$ cat config.mk
export PLATFORM = sky130hd
export DESIGN_NAME = cru_exec_unit
export DESIGN_NICKNAME = d
export VERILOG_FILES = /design/src/rtl/cru_pkg.sv /design/src/rtl/cru_decode.sv /design/src/rtl/cru_compare.sv /design/src/rtl/cru_modify.sv /design/src/rtl/cru_exec_unit.sv
export SDC_FILE = /design/constraint.sdc
export NUM_CORES = 1
export LEC_CHECK = 0
export BUFFER_PORTS_ARGS = -buffer_cell sky130_fd_sc_hd__buf_2
export CAP_MARGIN = 20
export CORE_UTILIZATION = 55
export DETAILED_ROUTE_END_ITERATION = 10
export PLACE_DENSITY_LB_ADDON = 0.25
export SYNTH_ARGS = -nofsm -noshare
export SYNTH_HDL_FRONTEND = slang
export SYNTH_SLANG_ARGS = --single-unit
$ cat constraint.sdc
create_clock -name clk -period 0.8 [get_ports clk]
set_input_delay 0.24 -clock clk [delete_from_list [all_inputs] [get_ports clk]]
set_output_delay 0.24 -clock clk [all_outputs]
set_load 0.005 [all_outputs]
$ cat src/rtl/cru_pkg.sv
package cru_pkg;
    localparam int FLG_N = 7;
    localparam int FLG_V = 6;
    localparam int FLG_T = 5;
    localparam int FLG_D = 3;
    localparam int FLG_I = 2;
    localparam int FLG_Z = 1;
    localparam int FLG_C = 0;

    typedef enum logic [2:0] {
        OPK_NONE,
        OPK_CMP,
        OPK_CPX,
        OPK_CPY,
        OPK_COM,
        OPK_DEC,
        OPK_BCLR,
        OPK_FCLR
    } opk_e;

    typedef struct packed {
        opk_e       kind;
        logic       to_mem;
        logic [2:0] bidx;
        logic [2:0] cyc;
        logic [7:0] fclr;
    } dec_t;
endpackage

$ cat src/rtl/cru_decode.sv
module cru_decode
    import cru_pkg::*;
(
    input  logic [7:0] opc,
    output dec_t       dec
);
    always_comb begin
        dec        = '0;
        dec.kind   = OPK_NONE;
        dec.bidx   = opc[7:5];
        case (opc)
            8'hC9: begin dec.kind = OPK_CMP; dec.cyc = 3'd2; end
            8'hC5: begin dec.kind = OPK_CMP; dec.cyc = 3'd3; end
            8'hE0: begin dec.kind = OPK_CPX; dec.cyc = 3'd2; end
            8'hE4: begin dec.kind = OPK_CPX; dec.cyc = 3'd3; end
            8'hC0: begin dec.kind = OPK_CPY; dec.cyc = 3'd2; end
            8'hC4: begin dec.kind = OPK_CPY; dec.cyc = 3'd3; end
            8'h44: begin dec.kind = OPK_COM; dec.to_mem = 1'b1; dec.cyc = 3'd5; end
            8'h1A: begin dec.kind = OPK_DEC; dec.cyc = 3'd1; end
            8'hC6: begin dec.kind = OPK_DEC; dec.to_mem = 1'b1; dec.cyc = 3'd5; end
            8'h18: begin dec.kind = OPK_FCLR; dec.fclr[FLG_C] = 1'b1; dec.cyc = 3'd1; end
            8'hD8: begin dec.kind = OPK_FCLR; dec.fclr[FLG_D] = 1'b1; dec.cyc = 3'd1; end
            8'h58: begin dec.kind = OPK_FCLR; dec.fclr[FLG_I] = 1'b1; dec.cyc = 3'd2; end
            8'h12: begin dec.kind = OPK_FCLR; dec.fclr[FLG_T] = 1'b1; dec.cyc = 3'd1; end
            8'hB8: begin dec.kind = OPK_FCLR; dec.fclr[FLG_V] = 1'b1; dec.cyc = 3'd1; end
            default: begin
                if (opc[4:0] == 5'h1B) begin
                    dec.kind = OPK_BCLR;
                    dec.cyc  = 3'd1;
                end else if (opc[4:0] == 5'h1F) begin
                    dec.kind   = OPK_BCLR;
                    dec.to_mem = 1'b1;
                    dec.cyc    = 3'd5;
                end
            end
        endcase
    end
endmodule

$ cat src/rtl/cru_compare.sv
module cru_compare #(
    parameter int DW = 8
) (
    input  logic [DW-1:0] minuend,
    input  logic [DW-1:0] subtrahend,
    output logic          c_out,
    output logic          z_out,
    output logic          n_out
);
    localparam int XW = DW + 1;

    logic [XW-1:0] diff;

    always_comb begin
        diff  = {1'b0, minuend} - {1'b0, subtrahend};
        c_out = ~diff[XW-1];
        z_out = (diff[DW-1:0] == '0);
        n_out = diff[DW-1];
    end
endmodule

$ cat src/rtl/cru_modify.sv
module cru_modify
    import cru_pkg::*;
#(
    parameter int DW = 8
) (
    input  opk_e          kind,
    input  logic [DW-1:0] operand,
    input  logic [2:0]    bidx,
    output logic [DW-1:0] result,
    output logic          n_out,
    output logic          z_out
);
    logic [DW-1:0] keep_mask;

    for (genvar b = 0; b < DW; b++) begin : g_mask
        assign keep_mask[b] = (int'(bidx) != b);
    end

    always_comb begin
        case (kind)
            OPK_COM:  result = ~operand;
            OPK_DEC:  result = operand - {{(DW-1){1'b0}}, 1'b1};
            OPK_BCLR: result = operand & keep_mask;
            default:  result = operand;
        endcase
        n_out = result[DW-1];
        z_out = (result == '0);
    end
endmodule

$ cat src/rtl/cru_exec_unit.sv
module cru_exec_unit
    import cru_pkg::*;
#(
    parameter int DW = 8
) (
    input  logic          clk,
    input  logic          rst_n,
    input  logic          in_valid,
    input  logic [7:0]    opcode,
    input  logic [DW-1:0] acc_in,
    input  logic [DW-1:0] x_in,
    input  logic [DW-1:0] y_in,
    input  logic [DW-1:0] mem_in,
    input  logic [DW-1:0] memx_in,
    input  logic [7:0]    psw_in,
    output logic          out_valid,
    output logic          acc_we,
    output logic [DW-1:0] acc_wdata,
    output logic          mem_we,
    output logic [DW-1:0] mem_wdata,
    output logic [7:0]    psw_out,
    output logic [2:0]    cycles,
    output logic          illegal
);
    typedef struct packed {
        logic          vld;
        logic          awe;
        logic [DW-1:0] awd;
        logic          mwe;
        logic [DW-1:0] mwd;
        logic [7:0]    psw;
        logic [2:0]    cyc;
        logic          ill;
    } res_t;

    dec_t          dec;
    logic [DW-1:0] cmp_min;
    logic          cmp_c, cmp_z, cmp_n;
    logic [DW-1:0] mod_src, mod_res;
    logic          mod_n, mod_z;
    res_t          st_d, st_q;

    cru_decode u_dec (
        .opc (opcode),
        .dec (dec)
    );

    // minuend select: T mode only redirects the accumulator compare
    always_comb begin
        case (dec.kind)
            OPK_CPX: cmp_min = x_in;
            OPK_CPY: cmp_min = y_in;
            default: cmp_min = psw_in[FLG_T] ? memx_in : acc_in;
        endcase
        mod_src = dec.to_mem ? mem_in : acc_in;
    end

    cru_compare #(.DW(DW)) u_cmp (
        .minuend    (cmp_min),
        .subtrahend (mem_in),
        .c_out      (cmp_c),
        .z_out      (cmp_z),
        .n_out      (cmp_n)
    );

    cru_modify #(.DW(DW)) u_mod (
        .kind    (dec.kind),
        .operand (mod_src),
        .bidx    (dec.bidx),
        .result  (mod_res),
        .n_out   (mod_n),
        .z_out   (mod_z)
    );

    always_comb begin
        st_d = '0;
        if (in_valid) begin
            st_d.vld = 1'b1;
            st_d.psw = psw_in;
            st_d.cyc = dec.cyc;
            case (dec.kind)
                OPK_CMP, OPK_CPX, OPK_CPY: begin
                    st_d.psw[FLG_C] = cmp_c;
                    st_d.psw[FLG_Z] = cmp_z;
                    st_d.psw[FLG_N] = cmp_n;
                end
                OPK_COM, OPK_DEC: begin
                    st_d.psw[FLG_Z] = mod_z;
                    st_d.psw[FLG_N] = mod_n;
                    st_d.awe = ~dec.to_mem;
                    st_d.mwe = dec.to_mem;
                end
                OPK_BCLR: begin
                    st_d.awe = ~dec.to_mem;
                    st_d.mwe = dec.to_mem;
                end
                OPK_FCLR: begin
                    st_d.psw = psw_in & ~dec.fclr;
                end
                default: begin
                    st_d.ill = 1'b1;
                end
            endcase
            st_d.awd = st_d.awe ? mod_res : '0;
            st_d.mwd = st_d.mwe ? mod_res : '0;
        end
    end

    always_ff @(posedge clk or negedge rst_n) begin
        if (!rst_n) st_q <= '0;
        else        st_q <= st_d;
    end

    assign out_valid = st_q.vld;
    assign acc_we    = st_q.awe;
    assign acc_wdata = st_q.awd;
    assign mem_we    = st_q.mwe;
    assign mem_wdata = st_q.mwd;
    assign psw_out   = st_q.psw;
    assign cycles    = st_q.cyc;
    assign illegal   = st_q.ill;
endmodule

==> results of run 1 <==
## through the flow
stage               util, %  hold WS [ns]
global placement       88.8         0.103
floorplan                 -       -0.0556
detailed placement     88.8         0.105
## Yosys cell counts (all sizes together), types with 6 or more instances
cell	n
nor2	38
mux2i	16
clkbuf	8
ha	9
nand3	10
inv	19
nand2	26
o21a	7
o21ai	11
dfrtp	31
nor3	7
a221oi	9
a21oi	29
buf	6
xnor2	9
## kinds of logic after synthesis
logic type / Yosys count / share of synthesized area [%]
adders and majority gates: 10 / 5.21
buffers and inverters: 33 / 5.45
AOI/OAI and AO/OA: 79 / 20.4
xor gates and xnor gates: 14 / 4.82
and+or+nand+nor: 128 / 27.3
DFF: 31 / 30.5
muxes: 16 / 6.29
==> impl_metrics.toml, run 1 <==
[outcome]
outcome = "aborted with a tool error"
haltStage = "clock tree synthesis (4_1_cts)"
error = "[ERROR DPL-0038] Utilization greater than 100%, impossible to legalize"

[logic_synthesis]
ys.flop_type = "dfrtp_1"
synth_nets = 380
ys_seq_area_share_pct = 30.5
synth_edf_count = 0
yosysUniqueCellTypes = 54
syn_area_um2 = 2550
ys_warn_count = 0
synth.avg_cell_area_um2 = 8.19
async_reset_ff_share_pct = 100
ys_ff_latch = 31
syn_inst = 311
yosysTopAreaCell = "dfrtp_1"
synthTopCellsByArea = "dfrtp_1 30%, mux2i_1 6.3%, a21oi_1 5.7%"
synth_top_area_share_pct = 30.5

[placement]
gp_congestion = 0.914
pre_cts_slack_ns = -2.40
portBuffers = 89
placed_area_um2 = 3920
dp_cells = 545
hpwl_um = 7600

[cts]
cts_setup_buffers = 30
cts_hold_buf = 1
clkSinkCount = 31
cts_max_level = 2
cts_root_buffer = "clkbuf_8"
cts_buffers = 5
ctsResizeCount = 122
cts_buffer_depth = 2

[floorplanning]
io_pins = 90
die_w_um = 70.0
die_y_um = 70.0
start_util_pct = 57.7
rows = 24
==> run 2, diff against run 1 <==
- CORE_UTILIZATION: 55 -> 40
- PLACE_DENSITY_LB_ADDON: 0.25 -> 0.15
==> run 2 against run 1 <==
The flow now finishes, with violations (negative setup slack). Synthesized cell count unchanged. Synthesized area did not move.
==> impl_metrics.toml, run 2 <==
[global_routing]
grt_pass1_wl_um = 15300
grt_antenna_before_repair = 0
grt_pass1_vias = 3208
grt_usage_pct = 30.3
gr-total-overflow = 0
grt_max_degree = 32

[route]
final_antenna_net_count = 0
drt_iter0_markers = 138
routedWlPerCell_um = 16.9
wl_met1_um = 4060
routed_wl_um = 10400
dr.pass1.iters = 4
wl_met2_um = 5400
top_layer = "met4"
vias = 3397
via_per_inst = 5.54
drc_errors = 0
wl_met3_um = 525

[cts]
cts_buffer_depth = 2
cts_buffers = 5
clkSinkCount = 31
cts_tree = "built"
cts_max_level = 2
cts_root_buffer = "clkbuf_8"
path_clk_slew_ns = 0.06

[finish]
final_common_cell = "buf_4"
finalNetCount = 606
final_cell_area_um2 = 5060
drive_gt1_share_pct = 63.4
fill_cells = 345
synthToLayoutAreaGrowth_pct = 98.7
layout_common_cells = "96 x buf_4, 81 x buf_2, 46 x buf_6"
n_antenna_cell = 0

[logic_synthesis]
yosysMostFrequentCell = "nor2_1"
ys_warn_count = 0
synth_nets = 380
syn_inst = 311
synth_edf_count = 0
ys_ff_latch = 31
ys.flop_type = "dfrtp_1"
yosysTopAreaCell = "dfrtp_1"
ys_seq_area_share_pct = 30.5
synthTopCellsByArea = "dfrtp_1 30%, mux2i_1 6.3%, a21oi_1 5.7%"
synth_common_cells = "37 x nor2_1, 31 x dfrtp_1, 29 x a21oi_1"
yosysUniqueCellTypes = 54
syn_area_um2 = 2550
synth.avg_cell_area_um2 = 8.19
async_reset_ff_share_pct = 100
synth_top_area_share_pct = 30.5

[min_path]
hp-start = "psw_in[4]"
holdPathEnd = "psw_out[4]"
worstHoldPathCells = 2
min_path_type = "in2reg"

[timing]
hold_ws_ns = 0.178
final.min_clock_period_ns = 2.59
relSlewSlack_pct = 58.3
period_share_pct = 324
hold_viol = 0
worst_pin_slew_ns = 0.620
fin_ws_ns = -1.79
clock.fmax_ghz = 0.386
setup_viol = 60
finalMaxSlewViolations = 0
rsz0062_at_grt = "true"

[power_and_ir_drop]
power_density_nw_per_um2 = 974
irDropWorstVdd_mv = 1.29
p_leak_nw = 2.51

[setup_path]
startpoint = "opcode[1]"
start_kind = "input port"
crit_arrival_ns = 2.75
crit_chain = "buf_8, buf_6, buf_6, xnor2_2, buf_4, and4b_2, nor2_4, a21o_1, inv_2, ha_4, nand2_4, or3_4, xor2_1, mux2i_1, a21oi_2, and4_1, a31o_1"
endpoint_kind = "register"
critPathMaxStageDelay_ns = 0.33
worst_ep_required_time_ns = 0.96
crit_top_cell = "buf_6"
critPathMaxFanout = 4
slowest_stage = "or3_4"
crit_type = "in2reg"

[job]
drv_cap = 0

[floorplanning]
fp.coreArea_um2 = 6030
dieArea_um2 = 6690
io_pins = 90
die_w_um = 81.8
die_y_um = 81.8
rows = 28
start_util_pct = 42.3

[placement]
placed_area_um2 = 3970
pre_cts_slack_ns = -2.19
portBuffers = 89
gp_congestion = 0.858
hpwl_um = 6800

[outcome]
outcome = "finished, violations left"
violations = "negative setup slack"
-- run 2: cell counts after synthesis --
No cell type changed its count.
-- run 2: area by class of cell --
type	count	area [um2]	share of cell area (%)
flip-flops and latches	31	776	15.3
multi-input cells	249	2240	44.3
inverters	19	77.6	1.53
repair buffers	231	1770	35.0
well taps	75	93.8	1.85
clock buffers	8	100	1.98
-- run 2: layer usage --
| metal | vias to the layer above | global-route usage (%) |
|---|---|---|
| met5 | - | 0 |
| met4 | 0 | 16.7 |
| met3 | 32 | 3.78 |
| met2 | 139 | 51.8 |
| met1 | 1626 | 36.6 |
| li1 | 1600 | - |
-- run 2: what timing repair did --
action / CTS / global route
hold endpoints to repair: 31 / 0
hold buffers: 1 / 0
gates resized for setup: 113 / 65
endpoints found under the setup margin: 60 / 60
setup buffers: 30 / 18
pin swaps: 58 / 42
cloned: 2 / 0
-- run 2: through the flow --
step | utilization (%) | setup TNS (ns) | std cells | total power, mW
5_1_grt | 84.0 | -44.02 | 613 | 5.18
6_report | 84.0 | -41.42 | 613 | 4.93
3_3_place_gp | 65.9 | -42.65 | 569 | 3.15
2_1_floorplan | - | -29.01 | 311 | 2.42
3_5_place_dp | 65.9 | -43.59 | 569 | 3.18
4_1_cts | 78.4 | -37.54 | 603 | 4.75
-- run 2: cell families after synthesis --
kind of cell / count (synthesis) / synth area share [%]
AND/OR/NAND/NOR: 128 / 27.3
buffers and inverters: 33 / 5.45
multiplexers: 16 / 6.29
adder cells (fa/ha/maj): 10 / 5.21
flip-flops: 31 / 30.5
AO/OA/AOI/OAI: 79 / 20.4
XOR/XNOR: 14 / 4.82
-- run 2: critical path, delay by kind of cell --
kind	cells	cell delay [ns]
and+or+nand+nor	5	0.87
buffers and inverters	5	0.56
AOI/OAI and AO/OA	3	0.48
xor gates and xnor gates	2	0.28
muxes	1	0.16
adders and majority gates	1	0.15
-- run 2: worst max-delay path by stage --
| stage | slack, ns | end | cells past startpoint |
|---|---|---|---|
| 5_1_grt | -1.91 | psw_out[1] | 15 |
| 6_report | -1.79 | psw_out[1] | 17 |
| 3_3_place_gp | -2.08 | psw_out[1] | 16 |
| 3_5_place_dp | -2.19 | psw_out[1] | 16 |
| 2_1_floorplan | -2.11 | psw_out[1] | 15 |
| 4_1_cts | -1.73 | psw_out[1] | 15 |
-- run 2: where the power goes --
group	internal, mW	switching, mW
Clock	0.783	0.516
Sequential	1.60	0.00779
Combinational	1.07	0.951
Note: power is estimated with default switching activity, not from simulation.
